--- config.mk ---
export PLATFORM = sky130hd
export DESIGN_NAME = corr_bank
export DESIGN_NICKNAME = d
export VERILOG_FILES = /design/src/rtl/corr_pkg.sv /design/src/rtl/corr_fmt.sv /design/src/rtl/corr_elem.sv /design/src/rtl/corr_bank.sv
export SDC_FILE = /design/constraint.sdc
export NUM_CORES = 2
export LEC_CHECK = 0
export BUFFER_PORTS_ARGS = -buffer_cell sky130_fd_sc_hd__buf_4
export CELL_PAD_IN_SITES_DETAIL_PLACEMENT = 0
export CELL_PAD_IN_SITES_GLOBAL_PLACEMENT = 1
export CORE_MARGIN = 3
export CORE_UTILIZATION = 52
export CTS_BUF_LIST = sky130_fd_sc_hd__clkbuf_16
export CTS_CLUSTER_DIAMETER = 60
export DETAILED_ROUTE_END_ITERATION = 10
export GPL_TIMING_DRIVEN = 1
export MAX_ROUTING_LAYER = met4
export PLACE_DENSITY = 0.9
export RECOVER_POWER = 25
export SYNTH_ARGS = -nofsm -noshare
export SYNTH_HDL_FRONTEND = slang
export SYNTH_HIERARCHICAL = 1
export SYNTH_SLANG_ARGS = --single-unit
--- constraint.sdc ---
create_clock -name clk -period 14.05 [get_ports clk]
set_clock_uncertainty 0.15 [all_clocks]
set_input_delay 3.5125 -clock clk [delete_from_list [all_inputs] [get_ports clk]]
set_output_delay 3.5125 -clock clk [all_outputs]
set_load 0.01 [all_outputs]
--- src/rtl/corr_pkg.sv ---
package corr_pkg;
  typedef enum logic {
    MODE_PARALLEL = 1'b0,
    MODE_CHAINED  = 1'b1
  } bank_mode_t;

  typedef logic [1:0] tcode_t;
  localparam int CODE_EN_BIT  = 1;
  localparam int CODE_NEG_BIT = 0;
endpackage

--- src/rtl/corr_fmt.sv ---
module corr_fmt #(
  parameter int IN_W      = 16,
  parameter int OUT_W     = 6,
  parameter int OUT_SHIFT = 2
) (
  input  logic signed [IN_W-1:0]  din,
  output logic        [OUT_W-1:0] dout
);
  localparam logic signed [IN_W-1:0] HI = IN_W'(2**(OUT_W-1) - 1);
  localparam logic signed [IN_W-1:0] LO = IN_W'(-(2**(OUT_W-1)));

  logic signed [IN_W-1:0] scaled;

  always_comb begin
    scaled = din >>> OUT_SHIFT;
    if (scaled > HI)      dout = HI[OUT_W-1:0];
    else if (scaled < LO) dout = LO[OUT_W-1:0];
    else                  dout = scaled[OUT_W-1:0];
  end
endmodule

--- src/rtl/corr_elem.sv ---
module corr_elem
  import corr_pkg::*;
#(
  parameter int SAMP_W    = 6,
  parameter int ACC_W     = 16,
  parameter int OUT_W     = 6,
  parameter int OUT_SHIFT = 2
) (
  input  logic                     clk,
  input  logic                     rst,
  input  tcode_t                   code,
  input  logic signed [SAMP_W-1:0] sample,
  input  logic                     dump,
  input  logic                     clear,
  output logic signed [ACC_W-1:0]  acc_o,
  output logic        [OUT_W-1:0]  res_o
);
  localparam logic signed [ACC_W:0] MAXV = (ACC_W+1)'(2**(ACC_W-1) - 1);
  localparam logic signed [ACC_W:0] MINV = (ACC_W+1)'(-(2**(ACC_W-1)));

  logic signed [ACC_W-1:0] acc_q;
  logic signed [ACC_W-1:0] acc_nxt;
  logic signed [ACC_W:0]   ext, term, sum;
  logic        [OUT_W-1:0] res_d;

  always_comb begin
    ext  = {{(ACC_W+1-SAMP_W){sample[SAMP_W-1]}}, sample};
    term = code[CODE_NEG_BIT] ? -ext : ext;
    sum  = {acc_q[ACC_W-1], acc_q} + term;
    if (!code[CODE_EN_BIT]) acc_nxt = acc_q;
    else if (sum > MAXV)    acc_nxt = MAXV[ACC_W-1:0];
    else if (sum < MINV)    acc_nxt = MINV[ACC_W-1:0];
    else                    acc_nxt = sum[ACC_W-1:0];
  end

  corr_fmt #(.IN_W(ACC_W), .OUT_W(OUT_W), .OUT_SHIFT(OUT_SHIFT)) u_fmt (
    .din  (acc_nxt),
    .dout (res_d)
  );

  always_ff @(posedge clk) begin
    if (rst) begin
      acc_q <= '0;
      res_o <= '0;
    end else if (clear) begin
      acc_q <= '0;
    end else if (dump) begin
      acc_q <= '0;
      res_o <= res_d;
    end else begin
      acc_q <= acc_nxt;
    end
  end

  assign acc_o = acc_q;
endmodule

--- src/rtl/corr_bank.sv ---
module corr_bank
  import corr_pkg::*;
#(
  parameter int N_ELEM    = 17,
  parameter int SAMP_W    = 6,
  parameter int ACC_W     = 16,
  parameter int OUT_W     = 6,
  parameter int OUT_SHIFT = 2
) (
  input  logic                     clk,
  input  logic                     rst,
  input  logic                     mode,
  input  logic signed [SAMP_W-1:0] sample,
  input  logic [2*N_ELEM-1:0]      code_bus,
  input  logic                     dump,
  input  logic                     clear,
  output logic [N_ELEM*OUT_W-1:0]  out_bus,
  output logic                     out_valid
);
  localparam int CODE_BITS = 2 * N_ELEM;

  bank_mode_t                  mode_e;
  tcode_t                      code_q   [N_ELEM];
  tcode_t                      code_act [N_ELEM];
  logic [CODE_BITS-1:0]        code_act_flat;
  logic [N_ELEM*ACC_W-1:0]     acc_flat;

  assign mode_e = bank_mode_t'(mode);

  genvar k;
  generate
    for (k = 0; k < N_ELEM; k++) begin : g_lane
      if (k == 0) begin : g_head
        assign code_act[k] = code_bus[1:0];
      end else begin : g_tail
        assign code_act[k] = (mode_e == MODE_CHAINED) ? code_q[k-1]
                                                      : code_bus[2*k +: 2];
      end
      assign code_act_flat[2*k +: 2] = code_act[k];

      corr_elem #(
        .SAMP_W(SAMP_W), .ACC_W(ACC_W), .OUT_W(OUT_W), .OUT_SHIFT(OUT_SHIFT)
      ) u_elem (
        .clk    (clk),
        .rst    (rst),
        .code   (code_act[k]),
        .sample (sample),
        .dump   (dump),
        .clear  (clear),
        .acc_o  (acc_flat[k*ACC_W +: ACC_W]),
        .res_o  (out_bus[k*OUT_W +: OUT_W])
      );
    end
  endgenerate

  always_ff @(posedge clk) begin
    if (rst) begin
      for (int i = 0; i < N_ELEM; i++) code_q[i] <= 2'b00;
      out_valid <= 1'b0;
    end else begin
      for (int i = 0; i < N_ELEM; i++) code_q[i] <= code_act[i];
      out_valid <= dump && !clear;
    end
  end
endmodule

==> metrics.txt <==
unrepaired setup endpoints after global routing=false; Synth Instances=roughly 5000; Power Density=approximately 99 mW/mm^2; wl on met1=~52000 um; Pleak=roughly 0.017 uW; Avg WL per Cell=~17 um; GRT Total Usage=0.267; die area=just under 0.08 mm^2; largest net degree at the start of global routing=between 50 and 60; Syn Nets=approximately 5400; critical path type=input port to register; Worst Max-Slew Pin Slew=about 2600 ps; # nets final=approximately 5500; Max-Cap Viols=4; Initial Util=0.526; cell area after synthesis=roughly 0.039 mm^2; R2R setup slack=9250 ps; worst skew pair latency=roughly 630 ps; highest clock rate=around 120 MHz; Slew Viols, Final=between 150 and 200; IO Count=about 150; worst reg2reg path depth=16; H-tree Lvls=2; Setup crit start kind=input port; TritonCTS clock tree=done; number of remaining DRC errors=0; Routed WL=105000 um; Final Cycle Share=0.608; DRT Pass-1 Iters=5; placeable core area=between 0.07 and 0.08 mm^2; violated checks=capacitance limit, slew limit; Die Ht=281 um; vias in the first global route=approximately 33000; Reg-to-Reg Start=code_q[0][16]; met2 wire len=~46000 um; crit path launch=sample[5]; site row count=100; worst setup margin=5510 ps; Routed Antenna Nets=0; Slew headroom=-0.718; Port Buffer Count=approximately 150; total number of vias=approximately 36000; crit-path max FO=between 50 and 60; total CTS buffers=slightly below 60; maximum VDD drop=approximately 0.10 mV; Sinks on Clock Net=approximately 400; Setup Buffers After CTS=0; drt via density=approximately 5.9; final core utilization=0.563; synthesized area per cell=about 7.8 um^2; die width=about 280 um; count of hold-fix buffers inserted at cts=0; Worst Hold Class=register to register; Fin. Hold Viols=0; Final min period=8540 ps; status=finished with violations; post-CTS sizing=0; Area Growth Syn to Fin=7.00%; clk slew on worst S/H paths=60 ps; layout cells sized above 1=0.110; Top Metal Used=met4; YS warnings=6; reg2reg end=g_lane[9].u_elem/res_o[3]; total power=approximately 4200 uW; initial antenna violation count=2; first-pass GRT wire length=170000 um; WP data required=around 14000 ps; Fill cells=a little over 7000; final setup vio count=0; Max clock buf depth=3; Worst setup endpoint=g_lane[9].u_elem/res_o[3]; worst path arrival time=8820 ps; GR Overflow Total=0; hold slack final=340 ps; DRC violation total after the first TritonRoute iteration=approximately 2300; GPL Wtd Cong=0.932; root buf cell=clkbuf_16; met3 WL=5410 um; Place WS=~5000 ps; dpl hpwl=between 70000 and 80000 um; sum of negative setup slack=0 ps; Crit. End Element=register
==> stage by stage <==
stage,cell area [um^2],cells
5_1_grt,42000,6052
2_1_floorplan,39300,5030
6_report,42000,6052
3_3_place_gp,40400,5941
3_5_place_dp,40400,5941
4_1_cts,42400,6050
==> metal layers <==
layer  GRT usage  vias to the layer above
met3      0.0351                      119
met5           -                        -
met1       0.372                    16700
met4      0.0573                        0
met2       0.412                      755
li1            -                    18300
==> cells in the final DEF (no fill, tap or decap), drive strengths merged, types with 102 or more instances in the layout <==
cell type and n:
a21oi 799, clkbuf 157, dfxtp 407, ha 357, inv 178, mux2i 102
nand2 472, nand3 196, nor2 441, o21ai 447, xnor2 184
==> power by group <==
group | leakage [uW] | switching, uW | internal, uW | total (uW)
registers | 0.00332 | 36.0 | 1200 | 1240
logic | 0.0131 | 875 | 541 | 1420
clock network | 0.000980 | 609 | 917 | 1530
total | 0.0174 | 1520 | 2660 | 4180
==> flip-flops by register name, indices dropped and copies added (netlist names) <==
signal,flops
out_valid,1
g_lane.u_elem/res_o,102
code_q,32
g_lane.u_elem/acc_o,272
==> area by class of cell <==
class	count	area, um^2	share of cell area
well taps	969	1210	0.0288
multi-input cells	4228	29100	0.693
flip-flops and latches	407	8150	0.194
inverters	163	612	0.0146
repair buffers	174	938	0.0223
clock buffers	59	1480	0.0351
clock inverters	50	505	0.0120
diodes	2	5.00	0.000119
==> critical path, cell delays in order <==
cell and delay, ps:
buf_4 560, buf_4 510, nor3_1 200, nand3_1 130, ha_1 220, a21oi_1 280
ha_1 360, a21oi_1 190, o21ai_0 90, a32o_1 280, a311oi_2 300, xnor2_2 300
a31oi_4 700, a21oi_1 210, nor4_2 340, nand2_1 170, a2bb2oi_1 160, mux2i_1 130
nor2_1 60
==> worst min-delay path by stage <==
stage	from	to	slack, ps	depth (start not counted)
final	g_lane[12].u_elem/res_o[5]	g_lane[12].u_elem/res_o[5]	340	2
after global routing	g_lane[11].u_elem/res_o[5]	g_lane[11].u_elem/res_o[5]	370	2
after CTS	g_lane[2].u_elem/res_o[0]	g_lane[2].u_elem/res_o[0]	350	2
after detailed placement	g_lane[2].u_elem/res_o[0]	g_lane[2].u_elem/res_o[0]	330	2
after global placement	g_lane[12].u_elem/res_o[5]	g_lane[12].u_elem/res_o[5]	330	2
after floorplan	g_lane[5].u_elem/acc_o[0]	g_lane[5].u_elem/acc_o[0]	320	2
Power figures use the tool's default switching activity.
